==> src/rtl/wts_pkg.sv <==
package wts_pkg;
  typedef enum logic [1:0] {
    ST_IDLE = 2'd0,
    ST_WAIT = 2'd1,
    ST_TAG  = 2'd2,
    ST_ACT  = 2'd3
  } seq_st_t;
endpackage

==> src/rtl/wts_filter.sv <==
module wts_filter #(
  parameter int ADDR_W       = 16,
  parameter int ID_W         = 2,
  parameter int MY_ID        = 0,
  parameter int REGION_BASE  = 16'h4000,
  parameter int REGION_LIMIT = 16'h7FFF
) (
  input  logic              bus_req,
  input  logic              bus_ack,
  input  logic              bus_we,
  input  logic [ID_W-1:0]   bus_id,
  input  logic [ADDR_W-1:0] bus_addr,
  output logic              fire
);
  localparam logic [ADDR_W-1:0] LO_A = ADDR_W'(REGION_BASE);
  localparam logic [ADDR_W-1:0] HI_A = ADDR_W'(REGION_LIMIT);
  localparam logic [ID_W-1:0]   ME   = ID_W'(MY_ID);

  logic done_wr, foreign, in_win;

  assign done_wr = bus_req && bus_ack && bus_we;
  assign foreign = (bus_id != ME);
  assign in_win  = (bus_addr >= LO_A) && (bus_addr <= HI_A);
  assign fire    = done_wr && foreign && in_win;
endmodule

==> src/rtl/wts_mutex.sv <==
module wts_mutex (
  input  logic clk,
  input  logic rst_n,
  input  logic core_lock_req,
  input  logic seq_idle,
  output logic core_hold,
  output logic core_wait
);
  always_ff @(posedge clk or negedge rst_n) begin
    if (!rst_n)              core_hold <= 1'b0;
    else if (!core_lock_req) core_hold <= 1'b0;
    else if (seq_idle)       core_hold <= 1'b1;
  end

  assign core_wait = core_lock_req && !core_hold;
endmodule

==> src/rtl/wts_seq.sv <==
module wts_seq
  import wts_pkg::*;
#(
  parameter int ADDR_W = 16,
  parameter int DATA_W = 32
) (
  input  logic              clk,
  input  logic              rst_n,
  input  logic              fire,
  input  logic [ADDR_W-1:0] bus_addr,
  input  logic [DATA_W-1:0] bus_wdata,
  input  logic              core_hold,
  input  logic              cl_hit,
  output logic              lookup,
  output logic              act,
  output logic              idle,
  output logic [ADDR_W-1:0] pend_addr,
  output logic [DATA_W-1:0] pend_data
);
  seq_st_t st;

  always_ff @(posedge clk or negedge rst_n) begin
    if (!rst_n) begin
      st        <= ST_IDLE;
      pend_addr <= '0;
      pend_data <= '0;
    end else begin
      unique case (st)
        ST_IDLE: if (fire) begin
          pend_addr <= bus_addr;
          pend_data <= bus_wdata;
          st        <= ST_WAIT;
        end
        ST_WAIT: if (!core_hold) st <= ST_TAG;
        ST_TAG:  st <= cl_hit ? ST_ACT : ST_IDLE;
        ST_ACT:  st <= ST_IDLE;
        default: st <= ST_IDLE;
      endcase
    end
  end

  assign lookup = (st == ST_TAG);
  assign act    = (st == ST_ACT);
  assign idle   = (st == ST_IDLE);
endmodule

==> src/rtl/wt_snoop_ctrl.sv <==
module wt_snoop_ctrl #(
  parameter int ADDR_W       = 16,
  parameter int DATA_W       = 32,
  parameter int ID_W         = 2,
  parameter int MY_ID        = 0,
  parameter int REGION_BASE  = 16'h4000,
  parameter int REGION_LIMIT = 16'h7FFF,
  parameter int UPDATE_MODE  = 0
) (
  input  logic              clk,
  input  logic              rst_n,
  input  logic              bus_req,
  input  logic              bus_ack,
  input  logic              bus_we,
  input  logic [ID_W-1:0]   bus_id,
  input  logic [ADDR_W-1:0] bus_addr,
  input  logic [DATA_W-1:0] bus_wdata,
  output logic              cl_lookup,
  output logic [ADDR_W-1:0] cl_addr,
  input  logic              cl_hit,
  output logic              cl_inv,
  output logic              cl_wr,
  output logic [DATA_W-1:0] cl_wdata,
  input  logic              core_lock_req,
  output logic              core_lock_gnt,
  output logic              core_wait
);
  logic fire, seq_idle, core_hold, act;

  wts_filter #(
    .ADDR_W(ADDR_W), .ID_W(ID_W), .MY_ID(MY_ID),
    .REGION_BASE(REGION_BASE), .REGION_LIMIT(REGION_LIMIT)
  ) u_filter (
    .bus_req(bus_req), .bus_ack(bus_ack), .bus_we(bus_we),
    .bus_id(bus_id), .bus_addr(bus_addr), .fire(fire)
  );

  wts_mutex u_mutex (
    .clk(clk), .rst_n(rst_n), .core_lock_req(core_lock_req),
    .seq_idle(seq_idle), .core_hold(core_hold), .core_wait(core_wait)
  );

  wts_seq #(.ADDR_W(ADDR_W), .DATA_W(DATA_W)) u_seq (
    .clk(clk), .rst_n(rst_n), .fire(fire), .bus_addr(bus_addr),
    .bus_wdata(bus_wdata), .core_hold(core_hold), .cl_hit(cl_hit),
    .lookup(cl_lookup), .act(act), .idle(seq_idle),
    .pend_addr(cl_addr), .pend_data(cl_wdata)
  );

  assign core_lock_gnt = core_hold;

  generate
    if (UPDATE_MODE != 0) begin : g_update
      assign cl_wr  = act;
      assign cl_inv = 1'b0;
    end else begin : g_invalidate
      assign cl_inv = act;
      assign cl_wr  = 1'b0;
    end
  endgenerate
endmodule

==> config.mk <==
export PLATFORM = sky130hd
export DESIGN_NAME = wt_snoop_ctrl
export DESIGN_NICKNAME = d
export VERILOG_FILES = /design/src/rtl/wts_pkg.sv /design/src/rtl/wts_filter.sv /design/src/rtl/wts_mutex.sv /design/src/rtl/wts_seq.sv /design/src/rtl/wt_snoop_ctrl.sv
export SDC_FILE = /design/constraint.sdc
export NUM_CORES = 1
export LEC_CHECK = 0
export ABC_AREA = 1
export CORE_ASPECT_RATIO = 1.1
export CORE_MARGIN = 8
export CORE_UTILIZATION = 37
export DETAILED_ROUTE_END_ITERATION = 12
export PLACE_DENSITY = 0.84
export SLEW_MARGIN = 15
export SYNTH_ARGS = -nofsm -noshare
export SYNTH_HDL_FRONTEND = slang
export SYNTH_SLANG_ARGS = --single-unit
==> constraint.sdc <==
create_clock -name clk -period 2.3 [get_ports clk]
set_clock_uncertainty 0.05 [all_clocks]
set_input_delay 0.69 -clock clk [delete_from_list [all_inputs] [get_ports clk]]
set_output_delay 0.69 -clock clk [all_outputs]
set_load 0.05 [all_outputs]
Word level (Yosys, flattened, before mapping)
Index checks and enable logic that the tools add are counted.
- register bits after elaboration: 51
- input bits: 57
- output and inout bits: 53
- $lt $le $gt $ge: 2
- equality and inequality tests: 6
- muxes and demuxes: 6
- reductions and logical operators: 11
- operators with widths (operator ; count):
    16-bit by 15-bit >= comparator with 1-bit output, second input constant ; 1
    16-bit by 15-bit less-or-equal comparator with 1-bit output, second input constant ; 1
    2-bit one-hot mux with 4 select lines ; 1
    1-bit logical AND ; 6
    2-bit 2-to-1 mux ; 3
    2-bit == test, second input constant ; 2
    2-bit != test, second input constant ; 2
    2-bit AND reduction ; 2
    2-bit by 1-bit == test with 1-bit output, second input constant ; 1
    2-bit zero test ; 1
    1-bit 2-to-1 mux ; 2
    2-bit by 1-bit != test with 1-bit output, second input constant ; 1
    2-bit nonzero test ; 1
    1-bit zero test ; 1

Depth between registers and ports, before layout
- word-level depth: 6
- mapped depth: 7
- gate-level depth less buffers: 5

Modules after synthesis
Synthesis repeated with hierarchy kept, for this count alone.
- cells, all modules: 239
- area, all modules: 2089.5 um^2
- modules (own cells, without submodules) (module ; times used ; cells each ; area each (um^2) ; sequential area each (um^2)):
    wts_seq ; 1 ; 223 ; 2000.7 ; 1251.2
    wts_mutex ; 1 ; 5 ; 40.0 ; 25.0
    wts_filter ; 1 ; 9 ; 37.5 ; 0.0
    wt_snoop_ctrl ; 1 ; 2 ; 11.3 ; 0.0

Worst setup path after synthesis
OpenSTA, ideal clock, no wires.
- kind: input to output
- start point: input core_lock_req
- end point: output core_wait
- data arrival time: 1.367 ns
- data required time: 1.560 ns
- path slack: 0.193 ns
- stages on the path: 2
- path buffers: 0
- cell sequence: inv_1 > nor2_1
- cells in the longest elaborated chain, start to end: 1
- ends and longest elaborated chain (element ; line ; RTL):
    start, declared ; wt_snoop_ctrl.sv:24 ; input logic core_lock_req,
    1-bit logical AND ; wts_mutex.sv:15 ; assign core_wait = core_lock_req && !core_hold;
    end, declared ; wt_snoop_ctrl.sv:26 ; output logic core_wait
Every way passes these cells.

Worst setup path after layout
- start point: register u_seq.pend_data[11]
- end point: output cl_wdata[11]
- RTL lines (element ; line ; RTL):
    start, declared ; wts_seq.sv:18 ; output logic [DATA_W-1:0] pend_data
    start signal, assigned ; wts_seq.sv:31 ; pend_data <= bus_wdata;
    end, declared ; wt_snoop_ctrl.sv:23 ; output logic [DATA_W-1:0] cl_wdata,
No word-level cell between the ends.

==> impl_summary.md <==
Clocking
The clock tree root buffer cell is sky130_fd_sc_hd__clkbuf_8. The post-CTS setup repair buffer count is 0. In this run the number of H-tree levels came out at 2.

Clock tree synthesis found a total of 51 sinks. At the later pin of the worst-skew pair, clock insertion delay measures 0.29 ns. The clock input transition at the sequential cells of the worst setup and hold paths is 0.09 ns. The quantity of hold-fixing buffers added after cts is 0. The largest buffer count on any clock path is 2. The TritonCTS clock tree is done.

After clock tree synthesis, the repair step resized 0 gates. In this run, CTS created clock tree buffers numbering 5.

GRT
The initial antenna violation count is 0. Global routing used 15.2% of the available tracks. The via count of the first global-routing pass is 2059.

Summed over all layers, the global routing overflow is 0. The first-pass GRT wire length is 10.1 mm. The maximum number of pins on one net before global-route repair is 35.

Drt
The DRC marker count from the first detailed-route iteration is 69. The count of nets left with antenna violations after detail routing is 0. The ratio of routed vias to standard cells is 4.89. For this block, the routed nets add up to 6.34 mm of wire. Summing over every cut layer, the via total after detailed routing is 2038.

The number of search-and-repair iterations in the first detailed-routing pass is 4. The routed length per placed instance is 15.2 um. After detailed routing, the number of remaining DRC violations is 0.

Worst hold path
The type of the most critical hold path is in -> async.

Worst setup path
The highest net fanout along the worst path is 2. The critical path is of the reg -> out type. The slowest library cell on the worst path is sky130_fd_sc_hd__clkdlybuf4s50_1. Broken down by cell family, the worst path's largest delay share belongs to buffers and inverters. The signal on the critical path passes through clkdlybuf4s50_1. The data required time of the critical path is 1.56 ns. STA classifies the critical path endpoint as an output pin.

STA classifies the critical path startpoint as a flop. In this design, the stage delay of the slowest critical-path cell is 0.82 ns. The data arrival time of the critical path is 1.49 ns.

The buffer and inverter count on the worst path is 1.

Placed design
Summed over all nets, the half-perimeter wirelength after detailed placement is 4.86 mm. The worst slack after detailed placement is 0.0283 ns. At the end of routability-driven placement, the weighted congestion stood at 0.720. The instance area at placement is 3300 um2. The count of port buffers added during placement is 108.

Synthesis
In the synthesized netlist the dominant register cell turns out to be sky130_fd_sc_hd__dfrtp_1. In the post-synthesis netlist, the biggest area contributors are sky130_fd_sc_hd__dfrtp_1, sky130_fd_sc_hd__nand2_1, sky130_fd_sc_hd__nand4_1. After synthesis, the largest area contributor takes up 59.3% of total cell area.

The share of flip-flops with an asynchronous set or reset is 100%. The number of enable-type register cells in the synthesized netlist is 0. In the synthesized netlist, the cells that appear most often are sky130_fd_sc_hd__nand2_1, sky130_fd_sc_hd__dfrtp_1, sky130_fd_sc_hd__nand4_1, sky130_fd_sc_hd__buf_2, sky130_fd_sc_hd__buf_4. The post-synthesis instance area is 2150 um2. The most frequent cell after synthesis is sky130_fd_sc_hd__nand2_1.

The gate count of the mapped netlist is 235. The library cell occupying the most area in the post-synthesis netlist is sky130_fd_sc_hd__dfrtp_1. Sequential elements use 59.3% of the synthesized area. The number of nets in the synthesized netlist is 292. The mean area per synthesized cell is 9.16 um2. The count of state elements after synthesis is 51. In this run, distinct cell masters in the synthesized netlist total 14.

Yosys printed 0 warnings.

Floorplan
The cell row count is 29. The initial core utilization is 37.8%. The total area inside the core boundary comes to 5700 um2. The chip height is 96.0 um. The die covers 8520 um2. The I/O pin total is 110.

The die extent in x is 88.7 um.

STA
In this run the tightest slew margin relative to its limit is 59.6%. Dividing the final minimum period by the clock period gives 97.1%. After layout, the worst setup slack is 0.0664 ns.

For the final routed database, the setup TNS stands at 0 ns. The final critical delay including setup and external delays is 2.23 ns. The measured slew at the worst slew-check pin is 0.605 ns. For this run, the top clock speed supported by timing is 448 MHz.

The count of final setup violators is 0. The total count of hold-check failures in the final report is 0. The number of pins exceeding their max-slew limit in the final report was 0. Setup repair after global routing left no endpoint under its margin.

Final layout
The number of fillers in the final layout is 504. The layout cell share with drive strength beyond 1 is 8.82%. For this run, the post-layout net count is 396.

The repair_antennas step left the layout with diodes totalling 0. The area growth from synthesis to layout is 58.2%. The post-route cell area is 3410 um2. The utilization of the core after routing is 59.8%.

Power
The total power per unit cell area is 1380 nW/um2. The static leakage power is 1.64 nW. The worst-case IR drop observed on VDD is 0.732 mV. The total power after layout is 4.72 mW.

Run status
The flow ran to the end, and the final reports show no timing, DRC or antenna violations.

Flow run
The max-capacitance violation count is 0.
## cell usage in the layout (no fill, tap or decap), drive strengths merged
master / synthesis / layout
buf: 19 / 18
nand3: 3 / 3
clkbuf: 2 / 8
nand2: 99 / 99
nor2: 8 / 8
nand4: 46 / 46
conb: 1 / 1
clkdlybuf4s50: 0 / 100
dfrtp: 51 / 51
o21ai: 1 / 1
inv: 5 / 5
## path summary, 6_finish.rpt
kind	startpoint	endpoint	slack, ns	cells after the start
hold / removal	rst_n	u_seq.pend_addr[14]$_DFFE_PN0P_	0.34	1
max in group asynchronous	rst_n	u_seq.pend_data[25]$_DFFE_PN0P_	1.30	2
min in group clk	u_seq.pend_addr[14]$_DFFE_PN0P_	u_seq.pend_addr[14]$_DFFE_PN0P_	0.42	2
setup reg to reg	u_seq.st[0]$_DFFE_PN0P_	u_seq.pend_data[16]$_DFFE_PN0P_	0.72	4
hold reg to reg	u_seq.pend_addr[14]$_DFFE_PN0P_	u_seq.pend_addr[14]$_DFFE_PN0P_	0.42	2
setup / recovery	u_seq.pend_data[11]$_DFFE_PN0P_	cl_wdata[11]	0.07	1
## state kept, by name (all words and copies together), names as in the netlist
register / flops
u_mutex.core_hold: 1
u_seq.pend_addr: 16
u_seq.pend_data: 32
u_seq.st: 2
## worst reg2reg max path, cell delays in order (launching register included)
cell	delay [ns]
sky130_fd_sc_hd__dfrtp_1	0.46
sky130_fd_sc_hd__nor2_4	0.35
sky130_fd_sc_hd__buf_4	0.40
sky130_fd_sc_hd__nand4_1	0.17
sky130_fd_sc_hd__nand2_1	0.09
## through the flow
step | cells | hold WS [ns]
detailed placement | 409 | 0.407
floorplan | 235 | 0.344
global placement | 409 | 0.397
global route | 417 | 0.398
finish | 417 | 0.342
CTS | 417 | 0.358
## metal layers
metal / vias to the layer above / GRT usage, % / share of wire, %
met3: 8 / 5.72 / 8.9
met1: 973 / 17.7 / 40
li1: 990 / - / -
met5: - / 0 / 0
met4: 0 / 4.09 / 1.3
met2: 67 / 25.5 / 50
## cell type report
type | count | area (um2) | area share [%]
clock buffer | 8 | 100 | 2.94
inverter | 5 | 18.8 | 0.551
multi-input combinational | 158 | 743 | 21.8
sequential | 51 | 1280 | 37.5
tap | 77 | 96.3 | 2.83
timing repair buffer | 118 | 1170 | 34.4
## logic make-up after synthesis
kind of cell | share of synthesized area [%]
other | 0.174
buffers and inverters | 7.03
DFF | 59.3
AOI/OAI and AO/OA | 0.232
and+or+nand+nor | 33.3
## power by group
| part | switching, mW | internal (mW) | leakage [nW] | total (mW) |
|---|---|---|---|---|
| logic | 1.87 | 0.831 | 0.937 | 2.70 |
| clock network | 0.274 | 0.275 | 0.0515 | 0.549 |
| registers | 0.213 | 1.25 | 0.653 | 1.46 |
| total | 2.36 | 2.36 | 1.64 | 4.72 |
(Power assumes the default switching activity.)
